`config.mk`:
```
export PLATFORM = sky130hd
export DESIGN_NAME = flash_map_reader
export DESIGN_NICKNAME = d
export VERILOG_FILES = /design/src/rtl/flash_map_pkg.sv /design/src/rtl/fm_frame_decode.sv /design/src/rtl/fm_sck_timer.sv /design/src/rtl/fm_seq.sv /design/src/rtl/flash_map_reader.sv
export SDC_FILE = /design/constraint.sdc
export NUM_CORES = 1
export LEC_CHECK = 0
export BUFFER_PORTS_ARGS = -buffer_cell sky130_fd_sc_hd__buf_2
export CORE_AREA = 2 2 86 149
export DETAILED_ROUTE_END_ITERATION = 12
export DIE_AREA = 0 0 88 151
export PLACE_DENSITY = 0.79
export SYNTH_ARGS = -nofsm -noshare
export SYNTH_HDL_FRONTEND = slang
export SYNTH_SLANG_ARGS = --single-unit
```
`constraint.sdc`:
```
create_clock -name clk -period 2.91 [get_ports clk]
set_input_delay 0.7275 -clock clk [delete_from_list [all_inputs] [get_ports clk]]
set_output_delay 0.7275 -clock clk [all_outputs]
set_load 0.005 [all_outputs]
```
`src/rtl/flash_map_pkg.sv`:
```
package flash_map_pkg;

  typedef enum logic [2:0] {
    ST_IDLE,
    ST_SEND,
    ST_DUMMY,
    ST_DATA,
    ST_DONE
  } seq_st_t;

  // framing bit positions inside the transfer-control word
  localparam int BIT_FAST   = 3;
  localparam int BIT_W2     = 4;
  localparam int BIT_W4     = 5;
  localparam int BIT_CMD    = 11;
  localparam int BIT_A4EN   = 20;
  localparam int BIT_A4OP   = 21;
  localparam int CFG_W      = 22;

  // wsel: 0 single, 1 dual, 2 quad
  function automatic logic [7:0] pick_opcode(input logic [1:0] wsel,
                                             input logic fast,
                                             input logic op4b);
    logic [7:0] op;
    case (wsel)
      2'd2:    op = op4b ? 8'h6C : 8'h6B;
      2'd1:    op = op4b ? 8'h3C : 8'h3B;
      default: op = fast ? (op4b ? 8'h0C : 8'h0B) : (op4b ? 8'h13 : 8'h03);
    endcase
    return op;
  endfunction

endpackage

```
`src/rtl/fm_frame_decode.sv`:
```
module fm_frame_decode
  import flash_map_pkg::*;
#(
  parameter int BUS_BYTES = 4,
  parameter int CW        = 6
) (
  input  logic [CFG_W-1:0] cfg,
  output logic [7:0]       opcode,
  output logic             send_cmd,
  output logic             addr4,
  output logic [CW-1:0]    send_cyc,
  output logic [3:0]       dmy_cyc,
  output logic [CW-1:0]    data_cyc,
  output logic [1:0]       wsel
);
  logic cfg_unused;
  assign cfg_unused = ^{cfg[15:12], cfg[7:6], cfg[2:0]};

  always_comb begin
    wsel     = cfg[BIT_W4] ? 2'd2 : (cfg[BIT_W2] ? 2'd1 : 2'd0);
    send_cmd = cfg[BIT_CMD];
    addr4    = cfg[BIT_A4EN] | (cfg[10:8] == 3'd4);
    opcode   = pick_opcode(wsel, cfg[BIT_FAST], cfg[BIT_A4OP]);
    send_cyc = CW'(send_cmd ? 8 : 0) + CW'(addr4 ? 32 : 24);
    dmy_cyc  = cfg[19:16];
    data_cyc = CW'(BUS_BYTES * 8) >> wsel;
  end
endmodule

```
`src/rtl/fm_sck_timer.sv`:
```
module fm_sck_timer #(
  parameter int HALF = 2
) (
  input  logic clk,
  input  logic rst,
  input  logic run,
  output logic tick
);
  localparam int HW = (HALF > 1) ? $clog2(HALF) : 1;
  localparam logic [HW-1:0] LAST = HW'(HALF - 1);

  logic [HW-1:0] cnt;

  always_ff @(posedge clk) begin
    if (rst || !run)   cnt <= '0;
    else if (cnt == LAST) cnt <= '0;
    else               cnt <= cnt + 1'b1;
  end

  assign tick = run && (cnt == LAST);
endmodule

```
`src/rtl/fm_seq.sv`:
```
module fm_seq
  import flash_map_pkg::*;
#(
  parameter int BUS_BYTES = 4,
  parameter int CW        = 6,
  parameter int AW        = 26
) (
  input  logic                   clk,
  input  logic                   rst,
  input  logic                   start,
  input  logic                   tick,
  input  logic [AW-1:0]          addr,
  input  logic [7:0]             opcode,
  input  logic                   send_cmd,
  input  logic                   addr4,
  input  logic [CW-1:0]          send_cyc,
  input  logic [3:0]             dmy_cyc,
  input  logic [CW-1:0]          data_cyc,
  input  logic [1:0]             wsel,
  input  logic [3:0]             io_in,
  output logic                   idle,
  output logic                   run,
  output logic                   done,
  output logic                   sck,
  output logic                   cs_n,
  output logic [3:0]             io_out,
  output logic [3:0]             io_oe,
  output logic [BUS_BYTES*8-1:0] rx
);
  localparam int RW = BUS_BYTES * 8;

  seq_st_t        st;
  logic [39:0]    tx;
  logic [CW-1:0]  cnt;
  logic [3:0]     dmy_q;
  logic [CW-1:0]  dat_q;
  logic [1:0]     w_q;
  logic [31:0]    addr32;
  logic [31:0]    abits;
  logic [39:0]    tx_load;
  logic [RW-1:0]  rx_next;

  always_comb begin
    addr32  = 32'(addr);
    abits   = addr4 ? addr32 : {addr32[23:0], 8'h00};
    tx_load = send_cmd ? {opcode, abits} : {abits, 8'h00};
    case (w_q)
      2'd0:    rx_next = {rx[RW-2:0], io_in[1]};
      2'd1:    rx_next = {rx[RW-3:0], io_in[1:0]};
      default: rx_next = {rx[RW-5:0], io_in[3:0]};
    endcase
  end

  always_ff @(posedge clk) begin
    if (rst) begin
      st    <= ST_IDLE;
      sck   <= 1'b0;
      cs_n  <= 1'b1;
      tx    <= '0;
      cnt   <= '0;
      dmy_q <= '0;
      dat_q <= '0;
      w_q   <= '0;
      rx    <= '0;
    end else begin
      case (st)
        ST_IDLE: begin
          if (start) begin
            cs_n  <= 1'b0;
            sck   <= 1'b0;
            tx    <= tx_load;
            cnt   <= send_cyc;
            dmy_q <= dmy_cyc;
            dat_q <= data_cyc;
            w_q   <= wsel;
            rx    <= '0;
            st    <= ST_SEND;
          end
        end
        ST_SEND, ST_DUMMY, ST_DATA: begin
          if (tick) begin
            if (!sck) begin
              sck <= 1'b1;
              if (st == ST_DATA) rx <= rx_next;
            end else begin
              sck <= 1'b0;
              if (st == ST_SEND) tx <= {tx[38:0], 1'b0};
              if (cnt == CW'(1)) begin
                case (st)
                  ST_SEND: begin
                    if (dmy_q != 4'd0) begin
                      st  <= ST_DUMMY;
                      cnt <= CW'(dmy_q);
                    end else begin
                      st  <= ST_DATA;
                      cnt <= dat_q;
                    end
                  end
                  ST_DUMMY: begin
                    st  <= ST_DATA;
                    cnt <= dat_q;
                  end
                  default: begin
                    cs_n <= 1'b1;
                    st   <= ST_DONE;
                  end
                endcase
              end else begin
                cnt <= cnt - 1'b1;
              end
            end
          end
        end
        default: st <= ST_IDLE;
      endcase
    end
  end

  assign idle   = (st == ST_IDLE);
  assign done   = (st == ST_DONE);
  assign run    = (st == ST_SEND) || (st == ST_DUMMY) || (st == ST_DATA);
  assign io_out = {3'b000, tx[39]};
  assign io_oe  = (st == ST_SEND) ? 4'b0001 : 4'b0000;
endmodule

```
`src/rtl/flash_map_reader.sv`:
```
module flash_map_reader
  import flash_map_pkg::*;
#(
  parameter int AW        = 26,
  parameter int BUS_BYTES = 4,
  parameter int SCK_HALF  = 2
) (
  input  logic                   clk,
  input  logic                   rst,
  input  logic                   map_en_we,
  input  logic                   map_en_d,
  input  logic [21:0]            xfer_cfg,
  input  logic                   reg_busy,
  input  logic                   rd_req,
  input  logic [AW-1:0]          rd_addr,
  output logic                   rd_ready,
  output logic [8*BUS_BYTES-1:0] rd_data,
  output logic                   sck,
  output logic                   cs_n,
  output logic [3:0]             io_out,
  output logic [3:0]             io_oe,
  input  logic [3:0]             io_in
);
  localparam int MAXC = (BUS_BYTES * 8 > 40) ? BUS_BYTES * 8 : 40;
  localparam int CW   = $clog2(MAXC + 1);

  logic                   map_en_q;
  logic [7:0]             opcode;
  logic                   send_cmd, addr4;
  logic [CW-1:0]          send_cyc, data_cyc;
  logic [3:0]             dmy_cyc;
  logic [1:0]             wsel;
  logic                   idle, run, done, tick, start;
  logic [8*BUS_BYTES-1:0] rx;
  logic [8*BUS_BYTES-1:0] rx_swap;

  always_ff @(posedge clk) begin
    if (rst)            map_en_q <= 1'b1;
    else if (map_en_we) map_en_q <= map_en_d;
  end

  assign start = rd_req && map_en_q && !reg_busy && idle && !rd_ready;

  fm_frame_decode #(.BUS_BYTES(BUS_BYTES), .CW(CW)) u_dec (
    .cfg(xfer_cfg), .opcode(opcode), .send_cmd(send_cmd), .addr4(addr4),
    .send_cyc(send_cyc), .dmy_cyc(dmy_cyc), .data_cyc(data_cyc), .wsel(wsel)
  );

  fm_sck_timer #(.HALF(SCK_HALF)) u_tmr (
    .clk(clk), .rst(rst), .run(run), .tick(tick)
  );

  fm_seq #(.BUS_BYTES(BUS_BYTES), .CW(CW), .AW(AW)) u_seq (
    .clk(clk), .rst(rst), .start(start), .tick(tick), .addr(rd_addr),
    .opcode(opcode), .send_cmd(send_cmd), .addr4(addr4),
    .send_cyc(send_cyc), .dmy_cyc(dmy_cyc), .data_cyc(data_cyc),
    .wsel(wsel), .io_in(io_in), .idle(idle), .run(run), .done(done),
    .sck(sck), .cs_n(cs_n), .io_out(io_out), .io_oe(io_oe), .rx(rx)
  );

  // first serial byte is the lowest address: place it in the low lane
  for (genvar i = 0; i < BUS_BYTES; i++) begin : g_lane
    assign rx_swap[8*i +: 8] = rx[8*(BUS_BYTES-1-i) +: 8];
  end

  always_ff @(posedge clk) begin
    if (rst) begin
      rd_ready <= 1'b0;
      rd_data  <= '0;
    end else begin
      rd_ready <= done;
      if (done) rd_data <= rx_swap;
    end
  end
endmodule

```
Word-level counts from Yosys, hierarchy flattened
Index checks and enable logic that the tools add are counted.
{"block": "totals", "wordCells": 108, "reg_bits": 130, "output_inout_bits": 43, "inputBits": 58}
{"block": "op_classes", "n_eq_ne": 18, "reduce_logical": 25, "shift": 1, "n_addsub": 3, "n_bitwise": 1, "mux": 47}
{"op": "$mux 40", "n": 5}
{"op": "$mux 32", "n": 5}
{"op": "$pmux 32 s2", "n": 2}
{"op": "$pmux 40 s2", "n": 1}
{"op": "$mux 6", "n": 6}
{"op": "$pmux 6 s2", "n": 2}
{"op": "$mux 3", "n": 7}
{"op": "$pmux 8 s2", "n": 1}
{"op": "$reduce_and 5->1", "n": 3}
{"op": "$pmux 3 s2", "n": 2}
{"op": "$mux 1", "n": 10}
{"op": "$ne 2x1->1 const B", "n": 5}
{"op": "$mux 8", "n": 1}
{"op": "$add 6x6->6", "n": 1}
{"op": "$eq 3x2->1 const B", "n": 2}
{"op": "$eq 3x3->1 const B", "n": 2}
{"op": "$eq 6x1->1 const B", "n": 1}
{"op": "$ne 2x2->1 const B", "n": 3}
{"op": "$reduce_and 6->1", "n": 1}
{"op": "$shr 6x2->6 const A", "n": 1}
{"op": "$sub 6x1->6 const B", "n": 1}
{"op": "$logic_and 1x1->1", "n": 5}
{"op": "$mux 5", "n": 1}
{"op": "$eq 2x1->1 const B", "n": 2}
{"op": "19 further kinds", "n": 25}

Depth between registers and ports, before layout
Gate-level depths: netlist of run 1.
{"block": "logic_depth", "word_depth": 7, "mapped_depth": 9, "mapped_depth_nobuf": 7}

Hierarchy
From an unflattened synthesis of run 1, not the netlist that was laid out.
{"block": "hier_totals", "hier_cells": 841, "area_unflattened_um2": 6829.0}
{"mod": "fm_seq", "cells_per_inst": 692, "area_per_inst_um2": 5315.1, "seq_area_each_um2": 1901.8, "instances": 1}
{"mod": "flash_map_reader", "cells_per_inst": 111, "area_per_inst_um2": 1241.2, "seq_area_each_um2": 680.7, "instances": 1}
{"mod": "fm_frame_decode", "cells_per_inst": 35, "area_per_inst_um2": 232.7, "seq_area_each_um2": 0.0, "instances": 1}
{"mod": "fm_sck_timer", "cells_per_inst": 3, "area_per_inst_um2": 40.0, "seq_area_each_um2": 20.0, "instances": 1}

Worst setup path before layout of run 1
No wires, ideal clock.
{"block": "synth_timing", "path_type": "input -> register", "startpoint": "input port xfer_cfg[10]", "endpoint": "register u_seq.cnt[3]", "required_ps": 2840, "slack_ps": 671, "t_arrival_ps": 2169, "n_path_buf": 2, "cell_stages": 9, "setup_time_ps": 70, "cell_sequence": "nor3b_2 or2_1 buf_2 inv_2 clkbuf_1 ha_1 nand2_1 a32oi_1 a21oi_1"}
{"block": "synth_via", "elab_chain_cells": 6}
{"element": "start, declared", "line": "flash_map_reader.sv:12", "text": "input logic [21:0] xfer_cfg,"}
{"element": "$eq 3x3->1", "line": "fm_frame_decode.sv:22", "text": "addr4 = cfg[BIT_A4EN] | (cfg[10:8] == 3'd4);"}
{"element": "$or 1x1->1", "line": "fm_frame_decode.sv:22"}
{"element": "$mux 6", "line": "fm_frame_decode.sv:24", "text": "send_cyc = CW'(send_cmd ? 8 : 0) + CW'(addr4 ? 32 : 24);"}
{"element": "$add 6x6->6", "line": "fm_frame_decode.sv:24"}
{"element": "$mux 6", "line": "fm_seq.sv:68", "text": "if (start) begin"}
{"element": "$pmux 6 s2", "line": "fm_seq.sv:66", "text": "case (st)"}
{"element": "end signal, assigned", "line": "fm_seq.sv:72", "text": "cnt <= send_cyc;"}
{"element": "end signal, assigned", "line": "fm_seq.sv:93", "text": "cnt <= CW'(dmy_q);"}
{"element": "end signal, assigned", "line": "fm_seq.sv:96", "text": "cnt <= dat_q;"}
{"element": "end, declared", "line": "fm_seq.sv:34", "text": "logic [CW-1:0] cnt;"}
Every way passes these cells. The select of a mux whose other input is x is not followed.
A chain may end at the register's enable or synchronous reset.

Final worst setup path of run 1
{"block": "layout_timing", "startpoint": "register u_seq.st[0]", "endpoint": "output port io_oe[0]"}
{"block": "layout_via", "elab_chain_cells": 2}
{"element": "start, declared", "line": "fm_seq.sv:32", "text": "seq_st_t st;"}
{"element": "start signal, assigned", "line": "fm_seq.sv:56", "text": "st <= ST_IDLE;"}
{"element": "start signal, assigned", "line": "fm_seq.sv:77", "text": "st <= ST_SEND;"}
{"element": "start signal, assigned", "line": "fm_seq.sv:92", "text": "st <= ST_DUMMY;"}
{"element": "$eq 3x1->1", "line": "fm_seq.sv:123", "text": "assign io_oe = (st == ST_SEND) ? 4'b0001 : 4'b0000;"}
{"element": "$mux 1", "line": "fm_seq.sv:123"}
{"element": "end, declared", "line": "flash_map_reader.sv:21", "text": "output logic [3:0] io_oe,"}
Every way passes these cells.

==> out/results.txt, run 1 <==
The flow ran to the end, and the final reports show no timing, DRC or antenna violations. STA puts the critical path data arrival time at 1.50 ns. The first detailed-routing pass took 6 iterations. The mean post-synth cell area was 7.938 um2; the largest driver fanout on the critical path was 12.

The worst-skew pair later-pin latency is 0.42 ns. No sink is reached through more buffers than the 2 on the longest clock path. The classification of the worst setup path is reg2out. The number of enable flip-flop cells after synthesis works out to 0. The worst setup path is captured at a primary output. The run gives 0 as the count of synthesis-stage warnings from yosys. The proportion of layout cells with a drive suffix above 1 is 0.1903, and the worst slew margin relative to its limit is 0.2212. The async set or reset register ratio after synthesis was 0; the quantity of gates resized following cts was 0.

For this design the ratio of total power to cell area is 584.5 mW/mm2. The final critical-path share of the clock period was 0.7639; the area of the placeable core was 0.01200 mm2. The count of nets left with antenna violations once routing finished came out at 0. The final hold violation count is 0, and the number of antenna violations at the first check in global routing is 0. After the first detailed-routing iteration, the DRC count stood at 336. TritonCTS built the clock tree.

The total overflow left after global routing is 0. The max-cap violation count came out at 0. The worst-case IR drop observed on VDD is 0.0003819 V.

The standard cell with the maximum stage delay on the critical path is dfxtp_1. Top flip-flop cell by instance count after synthesis: dfxtp_1. The total leakage power is 2.810 nW. The weighted congestion at the end of routability-driven global placement was 0.9284.

The run gives 128 as the total clock sinks. The root buffer cell chosen for the clock tree is clkbuf_16. After detailed routing, the number of remaining DRC violations is 0.

The run gives 954 as the number of nets in the finished design. Critical path startpoint category: a register. The number of placement rows was 53; the setup violation total in the final timing report was 0.

The worst min-delay path category was reg2reg. The via count of the first global-routing pass was 5958; the count of buffers from port buffering was 85. Registers take 0.002564 mm2. The run gives 1043 as the count of fill cells added during filler insertion. The CTS buffer count is 17, and the clock edge transition at the registers on the reported setup and hold paths is 0.06 ns. The post-synthesis cell count was 845; the number of non-filler instances in the completed layout was 1069. The overall routing resource usage came out at 0.2738. Total vias in the final route: 6364. On the worst path, the slowest cell contributes a delay of 0.58 ns. The effective utilization at floorplan was 0.5588. The count of hold buffers inserted by post-cts repair was 0; the final worst clock skew was 0.01266 ns. The first-pass GRT wire length was 28670 um; the number of buffers inserted to repair setup after CTS was 0.

The part of the Yosys area used for sequential elements was 0.3820. The H-tree generated during clock tree synthesis spans 4 levels. The die covers 0.01329 mm2. Counting distinct cell types in the post-synthesis netlist gives 67. Entering global routing, the biggest net connects 99 pins. In the final routed layout, each cell accounts on average for 16.77 um. The chip height was 151 um.

Using the TritonRoute via totals, the vias-per-cell ratio works out to 5.953. Compared with the post-synthesis result, the final layout area differs by 15.61%. For the pin with the worst max-slew slack, the measured transition is 1.168 ns. The critical path goes through nor3b_1, buf_2. Setup repair after global routing left no endpoint under its margin. Summed over all layers, the routed wires come to 17930 um. Synthesis inferred 128 register bits. The number of max-slew violations in the final report was 0; the post-route minimum period was 2.223 ns. For this design the top-level I/O count stands at 101.

Including well taps, the total number of placed cells is 1038. STA puts the critical path data required time at 2.18 ns. Area of the mapped netlist: 0.006708 mm2. The multi-input combinational cells in the finished layout cover a total of 0.003770 mm2.

Detailed placement finished with a half-perimeter wire length of 11790 um. The tools report the diode insertion count for antenna repair as 0. Summed over all failing endpoints, the final setup total negative slack is 0 ns. From left edge to right edge, the die measures 88 um. The run gives 449.9 MHz as the upper clock frequency limit.
## worst max-delay path: cells and delay by family, from the launching register on
kind,cells,cell delay [ns]
buffers and inverters,1,0.17
AND/OR/NAND/NOR,1,0.33
flip-flops,1,0.58
## area by class of cell
type                       instances  share of cell area
tap                              165             0.02662
sequential                       128              0.3306
timing repair buffer             105             0.07615
clock inverter                     7             0.01291
clock buffer                      24             0.06470
inverter                           6            0.002904
multi-input combinational        634              0.4861
## metal layers
layer	track usage	vias up	part of all wire
met5	0	-	0
met4	0.1308	0	0.036
met3	0.05504	45	0.041
met2	0.4966	209	0.54
met1	0.2962	3007	0.39
li1	-	3103	-
## cell usage after synthesis (all sizes together) (2+ instances only)
| cell type | count | area [um2] |
|---|---|---|
| inv | 5 | 18.76 |
| a211o | 4 | 35.03 |
| a221oi | 8 | 70.07 |
| a311oi | 16 | 140.1 |
| buf | 31 | 186.4 |
| nor3 | 19 | 105.1 |
| clkbuf | 51 | 191.4 |
| o221a | 6 | 67.56 |
| ha | 4 | 50.05 |
| nand3 | 38 | 190.2 |
| nor2b | 5 | 31.28 |
| a221o | 2 | 20.02 |
| nand2b | 2 | 12.51 |
| or3 | 3 | 23.77 |
| a311o | 4 | 40.04 |
| mux2i | 57 | 570.6 |
| nor2 | 50 | 200.2 |
| a31oi | 5 | 31.28 |
| o32ai | 11 | 171.4 |
| nor3b | 13 | 102.6 |
| dfxtp | 128 | 2562 |
| a211oi | 14 | 105.1 |
| nand2 | 188 | 705.7 |
| a21oi | 90 | 469.2 |
| a32oi | 3 | 33.79 |
| o211ai | 6 | 45.04 |
| mux2 | 2 | 22.52 |
| o211a | 2 | 20.02 |
| o21ai | 52 | 260.3 |
## report_power, final
group	internal, mW	switching (mW)
clock	1.37	0.774
combinational	0.199	0.331
sequential	1.81	0.0449
## stage by stage
stage	power (mW)	cell area [um2]	hold slack [ns]	worst slack [ns]	utilization
2_1_floorplan	2.265	6726	0.4304	0.6709	-
3_3_place_gp	2.404	7153	0.4396	0.4827	0.5960
3_5_place_dp	2.412	7153	0.4431	0.4485	0.5960
4_1_cts	4.546	7755	0.4508	0.6690	0.6461
5_1_grt	4.685	7755	0.4702	0.5595	0.6461
6_report	4.533	7755	0.4464	0.6871	0.6461
## flip-flops by register name, indices dropped and copies added, names as in the netlist
name / count
u_seq.w_q: 2
u_seq.sck: 1
u_seq.tx: 40
u_tmr.cnt: 1
u_seq.dat_q: 4
u_seq.cnt: 6
u_seq.cs_n: 1
rd_ready: 1
u_seq.dmy_q: 4
map_en_q: 1
u_seq.st: 3
rd_data: 32
u_seq.rx: 32
## cell families (layout without fill, tap and decap cells)
group                      Yosys count  in the layout  share of synthesized area
muxes                               59             59                    0.08842
other                                1              6                  0.0005591
buffers and inverters               88            142                    0.05969
DFF                                128            128                     0.3820
and+or+nand+nor                    328            328                     0.2175
adders and majority gates            4              4                   0.007462
xor gates and xnor gates             2              2                   0.002612
AOI/OAI and AO/OA                  235            235                     0.2417
## final timing paths
kind	from	to	slack, ns	cells after the start
worst max-delay path	u_seq.st[0]$_SDFFE_PP0P_	io_oe[0]	0.69	2
worst min-delay path	u_seq.rx[31]$_SDFFE_PP0P_	rd_data[7]$_SDFFE_PP0P_	0.45	2
worst max register to register	u_seq.st[1]$_SDFFE_PP0P_	u_seq.tx[13]$_SDFFE_PP0P_	0.72	5
worst min register to register	u_seq.rx[31]$_SDFFE_PP0P_	rd_data[7]$_SDFFE_PP0P_	0.45	2
## cells in the final DEF (no fill, tap or decap), types with 3 or more instances in the layout
master	netlist	layout
nor3b_1	12	12
ha_1	4	4
a221oi_1	8	8
nand3_1	38	38
nor3_1	17	17
mux2i_1	57	57
a31oi_1	5	5
clkbuf_8	0	5
conb_1	1	6
nand2_1	188	188
a311o_1	4	4
o211ai_1	6	6
a21oi_1	85	85
o32ai_2	10	10
a21oi_2	5	5
dfxtp_1	128	127
nor2b_1	5	5
o221a_2	6	6
a211o_1	4	4
nor2_1	47	47
clkbuf_16	0	17
a211oi_1	14	14
o21ai_0	52	52
buf_4	9	20
inv_1	4	4
buf_2	17	84
clkinvlp_4	0	3
a311oi_1	16	16
Note: power is estimated with default switching activity, not from simulation.
==> run 2: changes to the inputs <==
==> constraint.sdc (replaced) <==
create_clock -name clk -period 2.16 [get_ports clk]
set_input_delay 0.54 -clock clk [delete_from_list [all_inputs] [get_ports clk]]
set_output_delay 0.54 -clock clk [all_outputs]
set_load 0.005 [all_outputs]
==> run 2 against run 1 <==
  * First-iteration DRC count is 22% higher
  * Clock skew is 0.0017 ns lower
  * Sequential power is 35% higher
  * Critical path type is now reg2reg
  * Largest power group unchanged
  * Highest routed layer unchanged
==> out/results.txt, run 2 (synthesis results as in run 1) <==
The run gives 0 as the number of max-slew violations in the final report. The overall routing resource usage was 0.2678. Buffers inserted to repair hold after CTS numbered 0. Timing analysis after detailed placement gives a worst setup slack of 0.04459 ns. Worst setup path startpoint: u_seq.st[1]$_SDFFE_PP0P_. The floorplan step defined a die boundary enclosing 0.01329 mm2.

In this run the critical register-to-register path is captured at u_seq.tx[6]$_SDFFE_PP0P_. For the DRC violation total after the first TritonRoute iteration, the log shows 411. The flow ran to the end, and the final reports show no timing, DRC or antenna violations. The run gives 17550 um as the aggregate routed wire length. In this run the static leakage power is 2.893 nW. The combinational power share is 0.131. Leaving out fill and tap cells, the most frequent cell in the layout is nand2_1.

The effective utilization at floorplan came out at 0.5588. Using the TritonRoute via totals, the vias-per-cell ratio works out to 5.887. The number of non-filler instances in the completed layout is 1090. Pin placement for this block handled 101 I/O pins. The clock edge transition at the registers on the reported setup and hold paths was 0.06 ns; the post-route antenna net violation count was 0.

Final critical-path share of the clock period: 0.8836. The worst setup path is launched from a register. The count of buffers from port buffering is 85. The setup violation total in the final timing report is 0. Summing all placed instances gives a cell area of 0.007358 mm2. From bottom edge to top edge, the die measures 151 um.

The worst hold path was traced through 3 stages. The clock network fraction of total power is 0.441, and the number of antenna violations at the first check in global routing is 1. In this run the power density over the cells is 737.6 mW/mm2. The capture endpoint of the worst hold path is map_en_q$_SDFFE_PP1P_. Post-synthesis to final-layout area growth: 17.68%. The path depth of the worst reg2reg path is 5, and the worst hold slack across all endpoints is 0.3484 ns. The first global-routing pass estimated 28010 um of wire. For this run the aggregate overflow at the end of global routing stands at 0.

The internal power summed over all cells is 4.241 mW. The number of clock buffers added by TritonCTS is 17. The wire-length estimate of the detail-placed layout is 11950 um. In the layout the commonest cells are 188 x nand2_1, 127 x dfxtp_1, 85 x a21oi_1. The largest driver fanout on the critical path works out to 14. The worst setup path is captured at a register. By startpoint and endpoint, the worst setup path is classified as reg2reg. Maximum resistive drop on vdd: 0.0006025 V.

The arrival time at the worst endpoint is 2.19 ns. The per-cell routed wire length is 16.10 um. The largest registers in the layout are u_seq.tx: 40 flops, rd_data: 32 flops, u_seq.rx: 32 flops. Summing all non-filler instances in the final layout gives an area of 0.007894 mm2. The maximum number of pins on one net before global-route repair was 85. The final hold violation count is 0, and the number of flip-flops under the largest register name is 40. The die width was 88 um; the number of nets in the finished design was 973. The via count of the first global-routing pass is 5966, and the number of cells in the design after placement is 1057. The reported net switching power came out at 1.582 mW. TritonCTS built the clock tree. The run gives 0 as the number of buffers inserted to repair setup after CTS. For the part of the power in registers, the log shows 0.429.

Setup repair after global routing left no endpoint under its margin. The clock tree synthesis step divided the H-tree into 4 levels. For the setup slack on the worst flop-to-flop path, the log shows 0.25 ns. The worst hold path begins at map_en_d. The weighted congestion at the end of routability-driven global placement was 0.8912; the number of placement rows was 53. STA puts the critical path data required time at 2.44 ns. In the post-route analysis, the smallest setup slack over all paths is 0.2515 ns. The switching share of total power was 0.2717; the overall power of the completed layout was 5.822 mW. The worst-skew pair later-pin latency came out at 0.41 ns. The proportion of layout cells with a drive suffix above 1 was 0.2078; the sum of negative setup slack was 0 ns. Clock skew on the completed layout was measured at 0.01096 ns. Clock tree synthesis selected as its root buffer the cell clkbuf_16.

After detailed routing, the number of remaining DRC violations is 0. The tools report the upper clock frequency limit as 524.0 MHz. No sink is reached through more buffers than the 2 on the longest clock path. The min-delay analysis places its worst path in the category in2reg.

The region available for standard cell placement spans 0.01200 mm2. The logs give 0.6577 for the post-layout utilization of the core and 128 for the total clock sinks. The first detailed-routing pass ran for 5 iterations.

The post-route minimum period is 1.908 ns. For this block, the via count after detailed routing is 6417. In this run, post-CTS repair resized a total of 0 instances. The worst register-to-register path begins at u_seq.st[1]$_SDFFE_PP0P_. The register with the most flip-flops is u_seq.tx. The tools report the max-cap violation count as 0.
run 2: critical path, stage by stage, from the launching register on:
cell and delay (ns):
dfxtp_1 0.38, nor4_4 0.31, a32oi_2 0.20, or3_4 0.50, a221oi_1 0.31, nor3_1 0.08
run 2: layout make-up:
class	instances	area [um2]
clock buffer	20	446.7
sequential	128	2564
clock inverter	12	86.33
timing repair buffer	124	795.8
inverter	6	22.52
antenna	1	2.502
multi-input combinational	634	3770
tap	165	206.4
fill	1053	4109
run 2: power groups by stage:
stage / clock network, mW / registers (mW) / logic (mW)
after floorplan: 0 / 2.52 / 0.531
after global placement: 0 / 2.54 / 0.741
after detailed placement: 0 / 2.54 / 0.751
after CTS: 2.62 / 2.49 / 0.758
after global routing: 2.72 / 2.50 / 0.829
final: 2.57 / 2.50 / 0.761
run 2: how the worst max path moves through the flow:
stage                                      endpoint  slack, ns  cells past startpoint
after detailed placement  u_seq.tx[34]$_SDFFE_PP0P_       0.04                      6
final                      u_seq.tx[6]$_SDFFE_PP0P_       0.25                      5
after CTS                 u_seq.tx[34]$_SDFFE_PP0P_       0.26                      5
after global routing       u_seq.tx[6]$_SDFFE_PP0P_       0.15                      5
after global placement     u_seq.tx[7]$_SDFFE_PP0P_       0.08                      6
after floorplan           u_seq.cnt[3]$_SDFFE_PP0P_       0.11                      9
run 2: per-layer routing:
layer / part of all wire / vias to the layer above / track usage
met3: 0.044 / 51 / 0.05559
met1: 0.38 / 3026 / 0.2824
met4: 0.039 / 0 / 0.1377
met5: 0 / - / 0
li1: - / 3139 / -
met2: 0.53 / 201 / 0.4879
